==> src/rtl/icu_pkg.sv <==
package icu_pkg;
   // Control register kinds; address of kind k: read 4k, set 4k+1, clear 4k+2
   localparam int unsigned KIND_N   = 7;
   localparam int unsigned KI_CFG0  = 0;
   localparam int unsigned KI_CFG1  = 1;
   localparam int unsigned KI_CFG2  = 2;
   localparam int unsigned KI_MASK  = 3;
   localparam int unsigned KI_WAKE  = 4;
   localparam int unsigned KI_SEL   = 5;
   localparam int unsigned KI_ROUTE = 6;
   localparam int unsigned OFS_SET  = 1;
   localparam int unsigned OFS_CLR  = 2;

   localparam int unsigned A_RISE_RD  = 28;
   localparam int unsigned A_FALL_RD  = 29;
   localparam int unsigned A_RISE_CLR = 30;
   localparam int unsigned A_FALL_CLR = 31;
   localparam int unsigned A_REQ0     = 32;
   localparam int unsigned A_REQ1     = 33;
   localparam int unsigned A_TEST     = 34;

   // Kinds whose bits reset to one
   localparam logic [KIND_N-1:0] ONES_AT_RESET = 7'b110_0000;

   // Trigger codes {cfg2,cfg1,cfg0}
   localparam logic [2:0] TRG_RISE = 3'b001;
   localparam logic [2:0] TRG_FALL = 3'b010;
   localparam logic [2:0] TRG_BOTH = 3'b011;
   localparam logic [2:0] TRG_HIGH = 3'b101;
   localparam logic [2:0] TRG_LOW  = 3'b110;
endpackage

==> src/rtl/icu_sync.sv <==
module icu_sync #(
   parameter int unsigned W      = 32,
   parameter int unsigned STAGES = 2
) (
   input  logic         clk,
   input  logic         rst_n,
   input  logic [W-1:0] d,
   output logic [W-1:0] q
);
   logic [STAGES-1:0][W-1:0] st;

   always_ff @(posedge clk or negedge rst_n) begin
      if (!rst_n) begin
         st <= '0;
      end else begin
         st[0] <= d;
         for (int i = 1; i < STAGES; i++) st[i] <= st[i-1];
      end
   end

   assign q = st[STAGES-1];
endmodule

==> src/rtl/icu_trig.sv <==
module icu_trig
   import icu_pkg::*;
(
   input  logic       clk,
   input  logic       rst_n,
   input  logic       lvl,
   input  logic [2:0] code,
   input  logic       rise_clr,
   input  logic       fall_clr,
   output logic       pend,
   output logic       rise_q,
   output logic       fall_q
);
   logic prev_q;
   logic rise_ev, fall_ev, rise_en, fall_en;

   assign rise_ev = lvl & ~prev_q;
   assign fall_ev = ~lvl & prev_q;
   assign rise_en = (code == TRG_RISE) || (code == TRG_BOTH);
   assign fall_en = (code == TRG_FALL) || (code == TRG_BOTH);

   // A new event wins over a clear in the same cycle
   always_ff @(posedge clk or negedge rst_n) begin
      if (!rst_n) begin
         prev_q <= 1'b0;
         rise_q <= 1'b0;
         fall_q <= 1'b0;
      end else begin
         prev_q <= lvl;
         rise_q <= (rise_q & ~rise_clr) | (rise_en & rise_ev);
         fall_q <= (fall_q & ~fall_clr) | (fall_en & fall_ev);
      end
   end

   always_comb begin
      case (code)
         TRG_RISE: pend = rise_q;
         TRG_FALL: pend = fall_q;
         TRG_BOTH: pend = rise_q | fall_q;
         TRG_HIGH: pend = lvl;
         TRG_LOW:  pend = ~lvl;
         default:  pend = 1'b0;
      endcase
   end
endmodule

==> src/rtl/edge_level_irq_ctl.sv <==
module edge_level_irq_ctl
   import icu_pkg::*;
#(
   parameter int unsigned NSRC        = 32,
   parameter int unsigned DW          = 32,
   parameter int unsigned AW          = 6,
   parameter int unsigned SYNC_STAGES = 2
) (
   input  logic            clk_i,
   input  logic            rst_ni,
   input  logic [NSRC-1:0] src_a_i,
   input  logic [NSRC-1:0] src_b_i,
   input  logic            bus_wr_i,
   input  logic            bus_rd_i,
   input  logic [AW-1:0]   bus_addr_i,
   input  logic [DW-1:0]   bus_wdata_i,
   output logic [DW-1:0]   bus_rdata_o,
   output logic            req0_o,
   output logic            req1_o,
   output logic            wake_o
);
   if (NSRC < 1 || NSRC > DW) begin : g_bad_nsrc
      $error("NSRC must lie between 1 and DW");
   end
   if (AW < 6) begin : g_bad_aw
      $error("AW must be at least 6");
   end
   if (SYNC_STAGES < 2) begin : g_bad_sync
      $error("SYNC_STAGES must be at least 2");
   end

   logic [KIND_N-1:0][NSRC-1:0] creg;
   logic                        test_q;
   logic [NSRC-1:0]             wbits;
   logic [NSRC-1:0]             raw_v, lvl_v, pend_v, rise_v, fall_v;
   logic [NSRC-1:0]             mask_v, route_v, act0_v, act1_v;
   logic [NSRC-1:0]             rise_clr_v, fall_clr_v;
   logic [DW-1:0]               rd_mux;

   assign wbits = bus_wdata_i[NSRC-1:0];

   // Set/clear control registers
   always_ff @(posedge clk_i or negedge rst_ni) begin
      if (!rst_ni) begin
         for (int k = 0; k < KIND_N; k++) creg[k] <= ONES_AT_RESET[k] ? '1 : '0;
         test_q <= 1'b0;
      end else if (bus_wr_i) begin
         for (int k = 0; k < KIND_N; k++) begin
            if (bus_addr_i == AW'(4*k + OFS_SET)) creg[k] <= creg[k] | wbits;
            else if (bus_addr_i == AW'(4*k + OFS_CLR)) creg[k] <= creg[k] & ~wbits;
         end
         if (bus_addr_i == AW'(A_TEST)) test_q <= bus_wdata_i[0];
      end
   end

   assign mask_v  = creg[KI_MASK];
   assign route_v = creg[KI_ROUTE];

   // Input selection ahead of the synchronizer
   assign raw_v = (creg[KI_SEL] & src_a_i) | (~creg[KI_SEL] & src_b_i);

   icu_sync #(.W(NSRC), .STAGES(SYNC_STAGES)) u_sync (
      .clk   (clk_i),
      .rst_n (rst_ni),
      .d     (raw_v),
      .q     (lvl_v)
   );

   assign rise_clr_v = (bus_wr_i && bus_addr_i == AW'(A_RISE_CLR)) ? wbits : '0;
   assign fall_clr_v = (bus_wr_i && bus_addr_i == AW'(A_FALL_CLR)) ? wbits : '0;

   for (genvar i = 0; i < NSRC; i++) begin : g_src
      icu_trig u_trig (
         .clk      (clk_i),
         .rst_n    (rst_ni),
         .lvl      (lvl_v[i]),
         .code     ({creg[KI_CFG2][i], creg[KI_CFG1][i], creg[KI_CFG0][i]}),
         .rise_clr (rise_clr_v[i]),
         .fall_clr (fall_clr_v[i]),
         .pend     (pend_v[i]),
         .rise_q   (rise_v[i]),
         .fall_q   (fall_v[i])
      );
   end

   assign act0_v = pend_v & mask_v & route_v;
   assign act1_v = pend_v & mask_v & ~route_v;
   assign req0_o = test_q | (|act0_v);
   assign req1_o = test_q | (|act1_v);
   assign wake_o = |(pend_v & creg[KI_WAKE]);

   // Read path
   always_comb begin
      rd_mux = '0;
      for (int k = 0; k < KIND_N; k++) begin
         if (bus_addr_i == AW'(4*k)) rd_mux = DW'(creg[k]);
      end
      if (bus_addr_i == AW'(A_RISE_RD)) rd_mux = DW'(rise_v);
      if (bus_addr_i == AW'(A_FALL_RD)) rd_mux = DW'(fall_v);
      if (bus_addr_i == AW'(A_REQ0))    rd_mux = DW'(act0_v);
      if (bus_addr_i == AW'(A_REQ1))    rd_mux = DW'(act1_v);
      if (bus_addr_i == AW'(A_TEST))    rd_mux = DW'(test_q);
   end

   always_ff @(posedge clk_i or negedge rst_ni) begin
      if (!rst_ni)       bus_rdata_o <= '0;
      else if (bus_rd_i) bus_rdata_o <= rd_mux;
   end
endmodule

==> config.mk <==
export PLATFORM = sky130hd
export DESIGN_NAME = edge_level_irq_ctl
export DESIGN_NICKNAME = d
export VERILOG_FILES = /design/src/rtl/icu_pkg.sv /design/src/rtl/icu_sync.sv /design/src/rtl/icu_trig.sv /design/src/rtl/edge_level_irq_ctl.sv
export SDC_FILE = /design/constraint.sdc
export NUM_CORES = 1
export LEC_CHECK = 0
export BUFFER_PORTS_ARGS = -buffer_cell sky130_fd_sc_hd__buf_2
export CORE_MARGIN = 2
export CORE_UTILIZATION = 25
export DETAILED_ROUTE_END_ITERATION = 6
export PLACE_DENSITY = 0.38
export SYNTH_ARGS = -nofsm -noshare
export SYNTH_HDL_FRONTEND = slang
export SYNTH_HIERARCHICAL = 1
export SYNTH_SLANG_ARGS = --single-unit
==> constraint.sdc <==
create_clock -name clk_i -period 2.4 [get_ports clk_i]
set_input_delay 0.24 -clock clk_i [delete_from_list [all_inputs] [get_ports clk_i]]
set_output_delay 0.24 -clock clk_i [all_outputs]
set_load 0.005 [all_outputs]
==> impl_summary.log, run 1 <==
[metrics] main combinational cell family by area after synthesis: simple AND/OR/NAND/NOR gates
[metrics] y dimension of the die: 303 um
[metrics] core region area: 0.0885 mm2
[metrics] leakage power of the design: 12.8 nW
[metrics] gr ovfl total: 0
[metrics] fin. max-slew vios: 0
[metrics] via count of the first global-routing pass: 19400
[metrics] buffering stage count on the worst path with inverters included: 2
[metrics] detailed placement HPWL: approximately 70000 um
[metrics] setup repair after global routing missed its margin: yes
[metrics] worst endpoint data arrival time: roughly 2.8 ns
[metrics] number of max-cap violations: 0
[metrics] Horiz. Die Dim: 303 um
[metrics] number of remaining DRC errors: 0
[metrics] TritonCTS clock tree: built
[metrics] number of rows in the core area: about 110
[metrics] routability cong.: 0.899
[metrics] effective utilization at floorplan: between 20 and 30%
[metrics] drt first-iter violations: about 1500
[metrics] Synthesis Warnings: 6
[metrics] number of cells after detailed placement: 3599
[metrics] Max VDD drop: roughly 0.44 mV
[metrics] total number of clock tree sinks: around 420
[metrics] maximum number of pins on one net before global-route repair: 91
[metrics] time the final worst path needs with I/O delays and setup: 2.99 ns
[metrics] Worst-path clk slew: 0.06 ns
[metrics] post-synthesis share of cell area spent on full adders, half adders and majority gates: 0%
[metrics] number of enable-type register cells in the synthesized netlist: 0
[metrics] # diodes: 0
[metrics] compound-cell area share of the yosys netlist: 10.4%
[metrics] portion of the clock cycle consumed by the worst path in the final layout: 125%
[metrics] CTS root buffer: sky130_fd_sc_hd__clkbuf_16
[metrics] critical path required time: ~2.2 ns
[metrics] synthesis-to-layout area growth: 32.8%
[metrics] iteration count of the initial detailed-routing pass: 6
[metrics] critical path cell sequence: nand4bb_1 -> nand4_1 -> nand2_1 -> nor2_2 -> or4_4 -> nor4_4 -> nand4_1 -> buf_6 -> buf_6
[metrics] Critical Path Sink Type: output pin
[metrics] Worst path top cell family by delay: simple AND/OR/NAND/NOR gates
[metrics] crit path setup slack, layout: -0.593 ns
[metrics] PnR Total Power: about 18 mW
[metrics] post-synthesis mux area share: 16.5%
[metrics] DRT Wirelength: 97400 um
[metrics] worst hold path type: in -> reg
[metrics] Via Count: 19200
[metrics] delay of the slowest critical-path stage: 0.53 ns
[metrics] post-synthesis share of cell area spent on and, or, nand and nor gates: 20.6%
[metrics] launching element type of the critical path: register
[metrics] remaining antenna violation count: 0
[metrics] Net Count, Synth: 2223
[metrics] antenna violations before repair: 10
[metrics] xor-xnor portion of the synthesized cell area: 0.313%
[metrics] violated checks: negative setup slack
[metrics] io pins: 141
[metrics] post-place instance area: 0.0268 mm2
[metrics] Yosys reg bits: 417
[metrics] number of standard cells in the layout, taps in and fillers out: ~3800
[metrics] outcome: complete, but fails checks
[metrics] number of vias per cell: 5.08
[metrics] post-route design area: about 0.030 mm2
[metrics] Clock Latency Late Sink: 0.62 ns
[metrics] Main synth FF type: sky130_fd_sc_hd__dfrtp_1
[metrics] # H-tree levels: 2
[metrics] wire length of the first global-routing pass: between 100000 and 150000 um
[metrics] number of unique standard cell types used by synthesis: 68
[metrics] transition time of the tightest slew-check pin: 0.969 ns
[metrics] routed length per instance: about 26 um
[metrics] gate count of the mapped netlist: 2117
[metrics] maximum count of clock buffers along a single path: 3
[metrics] hold violation total from the final report: 0
[metrics] Fin Clk Skew: 0.0187 ns
[metrics] share of async-settable or async-resettable flops after synthesis: 100%
[metrics] IO buf count: 140
[metrics] Final Setup Violations: 3
[metrics] layout cells sized above 1: 39.2%
[metrics] floorplan die area: 0.0919 mm2
[metrics] Critical-path top delay cell: sky130_fd_sc_hd__or4_4
[metrics] share of synthesized area occupied by flip-flops and latches: 47.0%
[metrics] synthesized area per cell: between 10 and 15 um2
[metrics] global router's overall resource usage: 21.2%
[metrics] power density cells: 591 mW/mm2
[metrics] type of the worst setup path: reg -> out
[metrics] hold_ws: approximately 0.038 ns
[metrics] number of buffers added by the clock tree synthesis step: 52
[metrics] Max transition margin: 35.3%
[metrics] Mapped Area: ~0.022 mm2
[metrics] Max Clock Freq: 334 MHz
[metrics] final setup TNS: -1.61 ns
[metrics] peak fanout along the critical path: 6
[metrics] number of nets at the end of the flow: 2680
[metrics] fillers: just under 9000
-- worst min-delay path, cell delays in order --
cell and delay, ns:
sky130_fd_sc_hd__buf_2 0.16, sky130_fd_sc_hd__nand2_1 0.08, sky130_fd_sc_hd__mux2_2 0.14
-- logic make-up after synthesis --
logic type,Yosys count
simple gates,787
flops,417
compound gates,341
mux,317
buf+inv,247
xor+xnor,8
-- report_power, final --
group / total, mW / leakage [nW] / switching (mW) / internal, mW
logic: 1.71 / 6.91 / 0.945 / 0.765
clock network: 8.31 / 0.869 / 3.31 / 4.99
registers: 7.55 / 5.06 / 0.222 / 7.32
-- final cells by class --
type                            instances  area (um2)  share of cell area [%]
Timing Repair Buffer                  579        4680                    15.8
Multi-Input combinational cell       1453       11000                    36.9
Tap cell                             1165        1460                    4.91
Clock inverter                         15         213                   0.716
Inverter                               71         267                   0.897
Sequential cell                       417       10500                    35.5
Clock buffer                           82        1570                    5.27
-- per-layer routing --
layer	up-vias	track usage [%]	share of wire, %
met5	-	0	0.044
met4	6	5.29	2.7
met3	136	3.10	5.6
met2	590	34.2	46
met1	9837	29.7	46
li1	8633	-	-
-- layout by cell type (no fill, tap or decap), types with 41 or more instances in the layout --
cell type / n
sky130_fd_sc_hd__buf_2: 135
sky130_fd_sc_hd__nor2_1: 58
sky130_fd_sc_hd__buf_4: 327
sky130_fd_sc_hd__dfrtp_1: 332
sky130_fd_sc_hd__nand2_1: 293
sky130_fd_sc_hd__clkbuf_16: 53
sky130_fd_sc_hd__nand4bb_1: 97
sky130_fd_sc_hd__nand4_1: 41
sky130_fd_sc_hd__dfstp_2: 64
sky130_fd_sc_hd__o21ai_0: 60
sky130_fd_sc_hd__dlygate4sd3_1: 67
sky130_fd_sc_hd__nand3b_1: 64
sky130_fd_sc_hd__mux2_2: 271
sky130_fd_sc_hd__and2_1: 69
sky130_fd_sc_hd__inv_1: 70
sky130_fd_sc_hd__o21ai_1: 64
-- worst paths after layout --
path	slack, ns	endpoint	from	cells after the start
min in group asynchronous	0.08	u_sync/st[6]	rst_ni	2
worst min-delay path	0.04	register	bus_wdata_i[27]	3
worst max-delay path	-0.59	req1_o	register	9
worst min register to register	0.34	u_sync/q[2]	u_sync/st[2]	0
worst max register to register	0.09	bus_rdata_o[1]	register	14
max in group asynchronous	1.43	async pin	rst_ni	4
-- Yosys cell counts, drive strengths merged (5+ instances only) --
cell type | instances | share of area, %
nand3b | 64 | 2.1
a21oi | 35 | 0.78
a22o | 14 | 0.55
mux2i | 32 | 1.4
nand4bb | 97 | 4.9
dfrtp | 353 | 39
nand4 | 41 | 1.1
nand4b | 33 | 1.3
a32o | 7 | 0.31
nor2 | 80 | 1.3
nor3 | 23 | 0.54
dfstp | 64 | 7.5
buf | 112 | 3.0
nor4 | 6 | 0.20
a2bb2oi | 7 | 0.27
o211ai | 26 | 0.87
xnor2 | 7 | 0.27
inv | 71 | 1.2
a2111oi | 5 | 0.20
and3 | 6 | 0.17
mux4 | 14 | 1.4
mux2 | 271 | 14
a211oi | 10 | 0.34
a22oi | 17 | 0.57
nand3 | 44 | 0.98
a221oi | 11 | 0.43
nand2b | 6 | 0.17
nand2 | 296 | 5.0
o22ai | 18 | 0.50
a221o | 11 | 0.49
o21ai | 124 | 2.8
o211a | 15 | 0.67
a222oi | 5 | 0.22
and2 | 69 | 1.9
clkbuf | 64 | 1.1
o221ai | 10 | 0.39
a32oi | 11 | 0.43
-- per-stage QoR --
stage               setup slack, ns  util [%]
global placement             -0.102      30.3
CTS                          -0.621      33.4
detailed placement           -0.107      30.3
finish                       -0.593      33.6
global route                 -0.688      33.6
floorplan                     0.384         -
-- what timing repair did --
item,4_1_cts,5_1_grt
endpoints found under the hold margin,327,0
hold buffers,67,0
setup endpoints to repair,3,4
buffers inserted,21,4
gates resized for setup,38,36
pin swaps,19,22
Note: power is estimated with default switching activity, not from simulation.
==> run 2: changes to the inputs <==
--- a/config.mk
+++ b/config.mk
@@ -9,7 +9,7 @@
 export CORE_MARGIN = 2
 export CORE_UTILIZATION = 25
 export DETAILED_ROUTE_END_ITERATION = 6
-export PLACE_DENSITY = 0.38
+export PLACE_DENSITY_LB_ADDON = 0.12
 export SYNTH_ARGS = -nofsm -noshare
 export SYNTH_HDL_FRONTEND = slang
 export SYNTH_HIERARCHICAL = 1
==> run 2 against run 1 <==
The run still ends with negative setup slack left. Clock skew rose by 0.00080 ns. Register-to-register slack improved by 0.07 ns. Global-route usage rose by 0.32 points. Critical path depth did not move. Highest routed layer unchanged. Sequential power barely moved. Worst setup slack got worse by 0.091 ns. Worst hold slack got worse by 0.010 ns. Clock-buffer cell count fell by 14. Sequential share of layout area rose by 0.16 points. Total power rose by 2.5%. Design area fell by 0.52%.
==> impl_summary.log, run 2 (synthesis results as in run 1) <==
[metrics] Worst path most repeated cell: sky130_fd_sc_hd__nand4_1
[metrics] buffering stage count on the worst path with inverters included: 2
[metrics] destination of the worst register-to-register timing path: bus_rdata_o[17]
[metrics] antenna violations before repair: 13
[metrics] maximum number of pins on one net before global-route repair: between 70 and 80
[metrics] portion of the clock cycle consumed by the worst path in the final layout: 129%
[metrics] drt first-iter violations: 1652
[metrics] effective utilization at floorplan: roughly a quarter
[metrics] worst min-delay path startpoint: bus_wdata_i[29]
[metrics] crit path setup slack, layout: -0.684 ns
[metrics] Max VDD drop: around 0.39 mV
[metrics] critical path required time: 2.16 ns
[metrics] critical path cell sequence: nand4bb_1 -> nand4_1 -> nand2_1 -> nor2_2 -> or4_4 -> nor4_4 -> nand4_1 -> buf_4 -> buf_2
[metrics] utilization after layout: about a third
[metrics] post-route design area: 0.0295 mm2
[metrics] worst endpoint data arrival time: roughly 2.8 ns
[metrics] worst hold path depth: 3
[metrics] time the final worst path needs with I/O delays and setup: 3.08 ns
[metrics] number of rows in the core area: roughly 110
[metrics] routed length per instance: between 20 and 30 um
[metrics] leading cell type in the layout, fill and taps excluded: sky130_fd_sc_hd__dfrtp_1
[metrics] outcome: complete, but fails checks
[metrics] pre-CTS WS: -0.491 ns
[metrics] layout cells sized above 1: 38.3%
[metrics] Worst-path clk slew: 0.06 ns
[metrics] r2r setup slk: 0.16 ns
[metrics] final setup TNS: -1.84 ns
[metrics] gr ovfl total: 0
[metrics] hold violation total from the final report: 0
[metrics] DRT Wirelength: 99100 um
[metrics] worst reg-to-reg path cell count: 7
[metrics] violated checks: negative setup slack
[metrics] Critical-path top delay cell: sky130_fd_sc_hd__or4_4
[metrics] transition time of the tightest slew-check pin: 0.609 ns
[metrics] Critical Path Sink Type: output pin
[metrics] total number of clock tree sinks: between 400 and 500
[metrics] synthesis-to-layout area growth: 32.1%
[metrics] Worst path top cell family by delay: simple AND/OR/NAND/NOR gates
[metrics] wire length of the first global-routing pass: roughly 140000 um
[metrics] Clock Latency Late Sink: 0.63 ns
[metrics] detailed placement HPWL: 70300 um
[metrics] number of vias per cell: roughly 5.1
[metrics] iteration count of the initial detailed-routing pass: 7
[metrics] global router's overall resource usage: roughly 21%
[metrics] IO buf count: 140
[metrics] Via Count: 19200
[metrics] core region area: 0.0885 mm2
[metrics] io pins: 141
[metrics] remaining antenna violation count: 0
[metrics] post-place instance area: around 0.027 mm2
[metrics] type of the worst setup path: reg -> out
[metrics] floorplan die area: 0.0919 mm2
[metrics] Fin Clk Skew: slightly below 0.02 ns
[metrics] routability cong.: 0.883
[metrics] delay of the slowest critical-path stage: 0.53 ns
[metrics] TritonCTS clock tree: built
[metrics] Max Clock Freq: 324 MHz
[metrics] peak fanout along the critical path: 5
[metrics] Max transition margin: 59.2%
[metrics] leakage power of the design: 12.7 nW
[metrics] number of remaining DRC errors: 0
[metrics] Horiz. Die Dim: just over 300 um
[metrics] power density cells: 609 mW/mm2
[metrics] setup repair after global routing missed its margin: yes
[metrics] maximum count of clock buffers along a single path: 3
[metrics] Final Setup Violations: 3
[metrics] worst hold path type: in -> reg
[metrics] launching element type of the critical path: register
[metrics] commonest cells after routing, fill and taps aside: sky130_fd_sc_hd__dfrtp_1, sky130_fd_sc_hd__buf_4, sky130_fd_sc_hd__nand2_1
[metrics] CTS root buffer: sky130_fd_sc_hd__clkbuf_16
[metrics] fin. max-slew vios: 0
[metrics] # H-tree levels: 2
[metrics] number of buffers added by the clock tree synthesis step: 54
[metrics] number of nets at the end of the flow: 2650
[metrics] y dimension of the die: 303 um
[metrics] via count of the first global-routing pass: 19300
[metrics] number of max-cap violations: 0
==> run 2: cell types whose count changed in the layout (fill, tap and decap cells not counted), moves of 7 or more <==
cell	previous run	this run
sky130_fd_sc_hd__buf_4	327	302
sky130_fd_sc_hd__buf_6	13	1
sky130_fd_sc_hd__clkinv_2	6	16
sky130_fd_sc_hd__clkbuf_1	16	8
sky130_fd_sc_hd__clkbuf_8	13	6
sky130_fd_sc_hd__nand3_1	33	40
==> run 2: how the worst max path moves through the flow <==
| stage | end | slack [ns] | cells past startpoint |
|---|---|---|---|
| 4_1_cts | req1_o | -0.66 | 9 |
| 3_5_place_dp | req1_o | -0.49 | 9 |
| 2_1_floorplan | bus_rdata_o[17] | 0.38 | 8 |
| 3_3_place_gp | req1_o | -0.47 | 9 |
| 5_1_grt | req1_o | -0.77 | 9 |
| 6_report | req1_o | -0.68 | 9 |
==> run 2: stage by stage <==
step | power (mW) | instances | hold slack [ns]
after floorplan | 8.25 | 2117 | -0.0556
after global placement | 9.27 | 3583 | 0.203
after CTS | 18.3 | 3753 | 0.0000742
after detailed placement | 9.28 | 3583 | 0.197
final | 18.0 | 3757 | 0.0272
after global routing | 18.7 | 3755 | 0.0138
==> run 2: worst min-delay path, cell delays in order <==
cell	delay [ns]
sky130_fd_sc_hd__buf_2	0.16
sky130_fd_sc_hd__nand2_1	0.08
sky130_fd_sc_hd__mux2_2	0.14
==> run 2: layout make-up <==
class | instances | area [um2]
fill | 9032 | 59000
multi-input combinational | 1453 | 10900
sequential | 417 | 10500
timing repair buffer | 547 | 4440
clock buffer | 68 | 1460
tap | 1165 | 1460
clock inverter | 34 | 430
inverter | 71 | 267
antenna | 2 | 5.00
==> run 2: repair_timing <==
action,in CTS,in global routing
hold buffers,66,0
setup endpoints to repair,3,5
pin swaps,15,7
buffers inserted,2,2
gates resized for setup,29,19
hold endpoints to repair,153,0
==> run 2: where the power goes <==
part	internal, mW	switching (mW)
logic	0.744	0.947
clock network	5.29	3.45
registers	7.32	0.234
==> run 2: metal layers <==
metal,global-route usage (%),vias to the layer above,part of all wire (%)
li1,-,8592,-
met1,30.0,9833,46
met2,34.2,615,46
met3,3.58,144,5.9
met4,6.06,6,2.7
met5,0,-,0.034
